==> config.mk <==
export PLATFORM = sky130hd
export DESIGN_NAME = xctx_access
export DESIGN_NICKNAME = d
export VERILOG_FILES = /design/src/rtl/xctx_pkg.sv /design/src/rtl/xctx_decode.sv /design/src/rtl/xctx_guard.sv /design/src/rtl/xctx_shape.sv /design/src/rtl/xctx_access.sv
export SDC_FILE = /design/constraint.sdc
export NUM_CORES = 1
export LEC_CHECK = 0
export ABC_AREA = 1
export BUFFER_PORTS_ARGS = -buffer_cell sky130_fd_sc_hd__buf_2
export CORE_UTILIZATION = 50
export DETAILED_ROUTE_END_ITERATION = 7
export HOLD_SLACK_MARGIN = 0.02
export MAX_ROUTING_LAYER = met4
export PLACE_DENSITY = 0.9
export SLEW_MARGIN = 20
export SYNTH_ARGS = -nofsm -noshare
export SYNTH_HDL_FRONTEND = slang
export SYNTH_HIERARCHICAL = 1
export SYNTH_SLANG_ARGS = --single-unit
==> constraint.sdc <==
create_clock -name clk_i -period 2.6 [get_ports clk_i]
set_input_delay 0.13 -clock clk_i [delete_from_list [all_inputs] [get_ports clk_i]]
set_output_delay 0.13 -clock clk_i [all_outputs]
set_load 0.02 [all_outputs]
==> src/rtl/xctx_pkg.sv <==
package xctx_pkg;
  typedef enum logic [3:0] {
    BK_NONE = 4'd0,
    BK_CP0  = 4'd1,
    BK_GPR  = 4'd2,
    BK_ACC  = 4'd3,
    BK_DSPC = 4'd4,
    BK_FPR  = 4'd5,
    BK_FPCR = 4'd6,
    BK_C2D  = 4'd7,
    BK_C2C  = 4'd8
  } bank_e;

  typedef enum logic [1:0] {
    WD_STD    = 2'd0,
    WD_NARROW = 2'd1,
    WD_WIDE   = 2'd2
  } width_e;
endpackage

==> src/rtl/xctx_decode.sv <==
module xctx_decode
  import xctx_pkg::*;
#(
  parameter int RNUM_W = 5,
  parameter int SEL_W  = 3,
  parameter int IDX_W  = 2 * RNUM_W
) (
  input  logic              u_i,
  input  logic [SEL_W-1:0]  sel_i,
  input  logic [RNUM_W-1:0] rnum_i,
  input  logic [RNUM_W-1:0] rx_i,
  output bank_e             bank_o,
  output logic [IDX_W-1:0]  idx_o,
  output width_e            width_o,
  output logic              rsvd_o
);
  localparam logic [RNUM_W-1:0] DSPC_NUM = RNUM_W'(16);

  always_comb begin
    bank_o  = BK_NONE;
    idx_o   = '0;
    width_o = WD_STD;
    rsvd_o  = 1'b0;
    if (!u_i) begin
      bank_o = BK_CP0;
      idx_o  = IDX_W'({rnum_i, sel_i});
    end else begin
      case (sel_i)
        SEL_W'(0): begin bank_o = BK_GPR; idx_o = IDX_W'(rnum_i); end
        SEL_W'(1): begin
          if (rnum_i < DSPC_NUM) begin
            if (rnum_i[1:0] == 2'b11) rsvd_o = 1'b1;
            else begin
              bank_o = BK_ACC;
              idx_o  = IDX_W'(rnum_i);
              if (rnum_i[1:0] == 2'b10) width_o = WD_NARROW;
            end
          end else if (rnum_i == DSPC_NUM) begin
            bank_o = BK_DSPC;
          end else begin
            rsvd_o = 1'b1;
          end
        end
        SEL_W'(2): begin bank_o = BK_FPR;  idx_o = IDX_W'(rnum_i); width_o = WD_WIDE; end
        SEL_W'(3): begin bank_o = BK_FPCR; idx_o = IDX_W'(rnum_i); end
        SEL_W'(4): begin bank_o = BK_C2D;  idx_o = IDX_W'({rx_i, rnum_i}); width_o = WD_WIDE; end
        SEL_W'(5): begin bank_o = BK_C2C;  idx_o = IDX_W'({rx_i, rnum_i}); end
        default:   rsvd_o = 1'b1;
      endcase
    end
  end
endmodule

==> src/rtl/xctx_guard.sv <==
module xctx_guard #(
  parameter int TC_W    = 3,
  parameter int VPE_W   = 2,
  parameter int NUM_TC  = 1 << TC_W,
  parameter int LAST_TC = 5
) (
  input  logic [TC_W-1:0]          targ_tc_i,
  input  logic [VPE_W-1:0]         req_vpe_i,
  input  logic                     req_master_i,
  input  logic [NUM_TC*VPE_W-1:0]  tc_bind_i,
  output logic                     deny_o
);
  logic [VPE_W-1:0] bind_a [NUM_TC];

  for (genvar t = 0; t < NUM_TC; t++) begin : g_bind
    assign bind_a[t] = tc_bind_i[t*VPE_W +: VPE_W];
  end

  logic out_of_range, foreign;
  assign out_of_range = targ_tc_i > TC_W'(LAST_TC);
  assign foreign      = !req_master_i && (bind_a[targ_tc_i] != req_vpe_i);
  assign deny_o       = out_of_range || foreign;
endmodule

==> src/rtl/xctx_shape.sv <==
module xctx_shape
  import xctx_pkg::*;
#(
  parameter int XLEN     = 32,
  parameter int NARROW_W = 8
) (
  input  width_e            width_i,
  input  logic              half_i,
  input  logic [2*XLEN-1:0] bank_rdata_i,
  input  logic [XLEN-1:0]   wr_data_i,
  output logic [XLEN-1:0]   rd_shaped_o,
  output logic [XLEN-1:0]   wr_shaped_o
);
  localparam int PAD_W = XLEN - NARROW_W;

  always_comb begin
    case (width_i)
      WD_WIDE:   rd_shaped_o = half_i ? bank_rdata_i[2*XLEN-1:XLEN] : bank_rdata_i[XLEN-1:0];
      WD_NARROW: rd_shaped_o = {{PAD_W{bank_rdata_i[NARROW_W-1]}}, bank_rdata_i[NARROW_W-1:0]};
      default:   rd_shaped_o = bank_rdata_i[XLEN-1:0];
    endcase
    // narrow targets are truncated, never sign-extended
    if (width_i == WD_NARROW) wr_shaped_o = {{PAD_W{1'b0}}, wr_data_i[NARROW_W-1:0]};
    else                      wr_shaped_o = wr_data_i;
  end
endmodule

==> src/rtl/xctx_access.sv <==
module xctx_access
  import xctx_pkg::*;
#(
  parameter int XLEN     = 32,
  parameter int NARROW_W = 8,
  parameter int TC_W     = 3,
  parameter int VPE_W    = 2,
  parameter int LAST_TC  = 5,
  parameter int RNUM_W   = 5,
  parameter int SEL_W    = 3,
  localparam int NUM_TC  = 1 << TC_W,
  localparam int IDX_W   = 2 * RNUM_W
) (
  input  logic                    clk_i,
  input  logic                    rst_ni,
  input  logic                    req_i,
  input  logic                    op_wr_i,
  input  logic                    u_i,
  input  logic [SEL_W-1:0]        sel_i,
  input  logic [RNUM_W-1:0]       rt_i,
  input  logic [RNUM_W-1:0]       rd_i,
  input  logic [RNUM_W-1:0]       rx_i,
  input  logic                    h_i,
  input  logic [TC_W-1:0]         targ_tc_i,
  input  logic [VPE_W-1:0]        req_vpe_i,
  input  logic                    req_master_i,
  input  logic [NUM_TC*VPE_W-1:0] tc_bind_i,
  input  logic [XLEN-1:0]         wr_gpr_i,
  input  logic [2*XLEN-1:0]       bank_rdata_i,
  output logic [3:0]              bank_o,
  output logic [TC_W-1:0]         tc_o,
  output logic [IDX_W-1:0]        idx_o,
  output logic                    half_o,
  output logic                    we_o,
  output logic [XLEN-1:0]         wdata_o,
  output logic                    rvalid_o,
  output logic [XLEN-1:0]         rdata_o,
  output logic                    rsvd_o
);
  logic [RNUM_W-1:0] rnum;
  bank_e             dec_bank;
  logic [IDX_W-1:0]  dec_idx;
  width_e            dec_width;
  logic              dec_rsvd, deny, ok;

  assign rnum = op_wr_i ? rd_i : rt_i;

  xctx_decode #(.RNUM_W(RNUM_W), .SEL_W(SEL_W), .IDX_W(IDX_W)) u_dec (
    .u_i(u_i), .sel_i(sel_i), .rnum_i(rnum), .rx_i(rx_i),
    .bank_o(dec_bank), .idx_o(dec_idx), .width_o(dec_width), .rsvd_o(dec_rsvd)
  );

  xctx_guard #(.TC_W(TC_W), .VPE_W(VPE_W), .NUM_TC(NUM_TC), .LAST_TC(LAST_TC)) u_guard (
    .targ_tc_i(targ_tc_i), .req_vpe_i(req_vpe_i), .req_master_i(req_master_i),
    .tc_bind_i(tc_bind_i), .deny_o(deny)
  );

  assign ok = req_i && !deny && !dec_rsvd;

  logic             valid_q, wr_q, deny_q, rsvd_q, half_q;
  bank_e            bank_q;
  logic [IDX_W-1:0] idx_q;
  logic [TC_W-1:0]  tc_q;
  width_e           width_q;
  logic [XLEN-1:0]  wdata_q;

  always_ff @(posedge clk_i or negedge rst_ni) begin
    if (!rst_ni) begin
      valid_q <= 1'b0;
      wr_q    <= 1'b0;
      deny_q  <= 1'b0;
      rsvd_q  <= 1'b0;
      half_q  <= 1'b0;
      bank_q  <= BK_NONE;
      idx_q   <= '0;
      tc_q    <= '0;
      width_q <= WD_STD;
      wdata_q <= '0;
    end else begin
      valid_q <= req_i;
      wr_q    <= req_i && op_wr_i;
      deny_q  <= req_i && deny;
      rsvd_q  <= req_i && !deny && dec_rsvd;
      half_q  <= ok && (dec_width == WD_WIDE) && h_i;
      bank_q  <= ok ? dec_bank : BK_NONE;
      idx_q   <= ok ? dec_idx : '0;
      tc_q    <= ok ? targ_tc_i : '0;
      width_q <= ok ? dec_width : WD_STD;
      wdata_q <= (ok && op_wr_i) ? wr_gpr_i : '0;
    end
  end

  logic [XLEN-1:0] rd_shaped, wr_shaped;

  xctx_shape #(.XLEN(XLEN), .NARROW_W(NARROW_W)) u_shape (
    .width_i(width_q), .half_i(half_q), .bank_rdata_i(bank_rdata_i),
    .wr_data_i(wdata_q), .rd_shaped_o(rd_shaped), .wr_shaped_o(wr_shaped)
  );

  assign bank_o   = bank_q;
  assign tc_o     = tc_q;
  assign idx_o    = idx_q;
  assign half_o   = half_q;
  assign rsvd_o   = rsvd_q;
  assign we_o     = valid_q && wr_q && (bank_q != BK_NONE);
  assign wdata_o  = we_o ? wr_shaped : '0;
  assign rvalid_o = valid_q && !wr_q;

  always_comb begin
    if (!rvalid_o)              rdata_o = '0;
    else if (deny_q)            rdata_o = '1;
    else if (rsvd_q)            rdata_o = '0;
    else                        rdata_o = rd_shaped;
  end
endmodule

==> results.md <==
* Sequential share of the synthesized area at 0.318
* Total global-route track usage at 0.272
* Die area at approximately 9200 sq um
* Placer Congestion at around 0.86
* Final min period at roughly 2.2 ns
* Cell area after layout at between 5000 and 6000 sq um
* # rows at 33
* Max-slew violations at 0
* GRT Residual Overflow at 0
* Leak at between 3 and 4 nW
* Final hold vios at 0
* Pwr dens at 374 nW/um^2
* Commonest non-fill, non-tap cell in the layout: buf_2
* Pre-antenna DRT Iters at 5
* Placed insts at between 1k and 1.5k
* Relative slew slack at 0.569
* CTS buffer count at 5
* Post-Layout Cell Count at roughly 1.1k
* Total wire length at 12.3 mm
* Total number of vias at between 5k and 6k
* Cell Area, Synth at around 4400 sq um
* Setup_tns at 0 ns
* CTS H-tree lvls at 2
* Max clock buf depth at 2
* Synth Area per Inst at 5.79 sq um
* DRC violations left at 0
* Worst EP arrival at about 2.1 ns
* GR Util met3 at 0.0395
* Routed Antenna Nets at 0
* CP required at about 2.5 ns
* Root Driver: clkbuf_8
* Placed cell area at between 5000 and 6000 sq um
* DIE HEIGHT at ~96 microns
* Maxcap violations at 0
* Post-cts resize count at 0
* Fmax at approximately 450 MHz
* WL/cell at approximately 11 microns
* N_diodes at 0
* DRT iter0 DRCs at 222
* TritonCTS Sinks at 56
* Area of the core at 8380 sq um
* Footprint of the multi-input gates at about 1900 sq um
* Status: finished clean
* Met1 Use GR at 0.307
* First-pass GRT wire length at about 19 mm
* Share of cells above drive strength 1 at 0.268
* CP startpoint kind: flop
* Largest fanout on the critical path at 8
* Dpl hpwl at approximately 9 mm
* Worst-margin pin slew at ~0.65 ns
* Vias in the first global route at about 4.5k
* Cells after Synth at ~760
* Synthesized Nets at just over 900
* Final nets at 1132
* Crit path kind: reg -> out
* Io pins at 227
* Filler Cell Count at approximately 770
* Post-synthesis sequential element count at 56
* CTS tree: done
* Unrepaired setup endpoints after global routing: false
* Cell variety after synth at 27
* Die width at between 90 and 100 microns
* Initial Utilization at 0.526
* Worst hold path type: in -> reg
* Final Total Pwr at 2.18 mW
* VDD IR max at 0.237 mV
* Setup violations, final at 0
* Layer with the highest usage: met2
* Worst setup EP type: output pin
* Area grow syn2layout at 32.5%
* Synth Warn # at 6
* Routed vias/inst at roughly 4.6
* Initial antenna violation count at 0
* Most frequent cells in the layout: 226 x buf_2, 207 x inv_1, 182 x nor2_1, 130 x nand2_1, 61 x a21oi_1
* Global routing usage on met2 at 0.487
* Final Util at 0.697
* Period utilisation layout at 0.849
* IO Port Bufs at roughly 230
* Clk slew on worst S/H paths at 0.10 ns
* Register area at between 1000 and 1500 sq um
* Largest net degree at the start of global routing at 34
==> synthesized netlist by cell type, drive strengths merged <==
library cell  number  share of area
inv              218           0.19
nor2             184           0.16
nand2            133           0.11
a21oi             62          0.071
dfrtp             56           0.32
nand3             42          0.049
buf               35          0.055
o21ai             19          0.022
clkbuf             6         0.0060
ha                 3         0.0085
nand4              2         0.0062
nand3b             1         0.0017
o22ai              1         0.0014
==> routing by layer <==
metal	part of all wire	vias to the layer above
met5	0	-
met4	0.031	0
met3	0.065	38
met2	0.51	205
met1	0.39	2210
li1	-	2614
==> worst max-delay path, stage by stage, from the launching register on <==
cell and delay (ns):
dfrtp_1 0.40, inv_1 0.06, ha_1 0.34, inv_2 0.11, nand3_1 0.21, o21ai_0 0.23, a21oi_1 0.09, nor2_1 0.14
buf_2 0.19
==> cell type report <==
| type | count | area share |
|---|---|---|
| multi-input cells | 447 | 0.327 |
| repair buffers | 259 | 0.245 |
| flip-flops and latches | 56 | 0.240 |
| inverters | 218 | 0.142 |
| well taps | 105 | 0.0225 |
| clock buffers | 5 | 0.0118 |
| clock inverters | 3 | 0.0118 |
==> timing repair <==
item	4_1_cts	5_1_grt
buffers inserted	0	0
hold endpoints to repair	76	0
hold buffers	21	0
==> path summary, 6_finish.rpt <==
path,from,end,slack (ns),depth (start not counted)
hold / removal,wr_gpr_i[25],wdata_q[25]$_DFF_PN0_,0.03,3
max in group asynchronous,rst_ni,wdata_q[11]$_DFF_PN0_,1.90,3
setup / recovery,width_q[0]$_DFF_PN0_,rdata_o[1],0.39,8
min in group asynchronous,rst_ni,wdata_q[22]$_DFF_PN0_,0.15,2
==> where the power goes <==
group          leakage [nW]  switching [mW]  total, mW  internal, mW
Clock                0.0687           0.286      0.674         0.388
Combinational          2.88           0.358      0.601         0.243
Sequential            0.767         0.00869      0.907         0.898
==> kinds of logic after synthesis <==
logic type	count (synthesis)	synth area share
and+or+nand+nor	362	0.331
DFF	56	0.318
AOI/OAI and AO/OA	82	0.0942
adders and majority gates	3	0.00851
buffers and inverters	259	0.249
==> through the flow <==
| stage | worst slack [ns] | hold WS (ns) |
|---|---|---|
| after global routing | 0.101 | 0.0216 |
| after global placement | 0.667 | -0.0562 |
| after floorplan | 0.924 | -0.166 |
| final | 0.393 | 0.0267 |
| after detailed placement | 0.591 | -0.0546 |
| after CTS | 0.372 | 0.0216 |
==> flip-flops by register name (all words and copies together) (netlist names) <==
| register | flops |
|---|---|
| bank_o | 4 |
| half_o | 1 |
| rsvd_o | 1 |
| wr_q | 1 |
| wdata_q | 32 |
| deny_q | 1 |
| tc_o | 3 |
| valid_q | 1 |
| width_q | 2 |
| idx_o | 10 |
(Power assumes the default switching activity.)
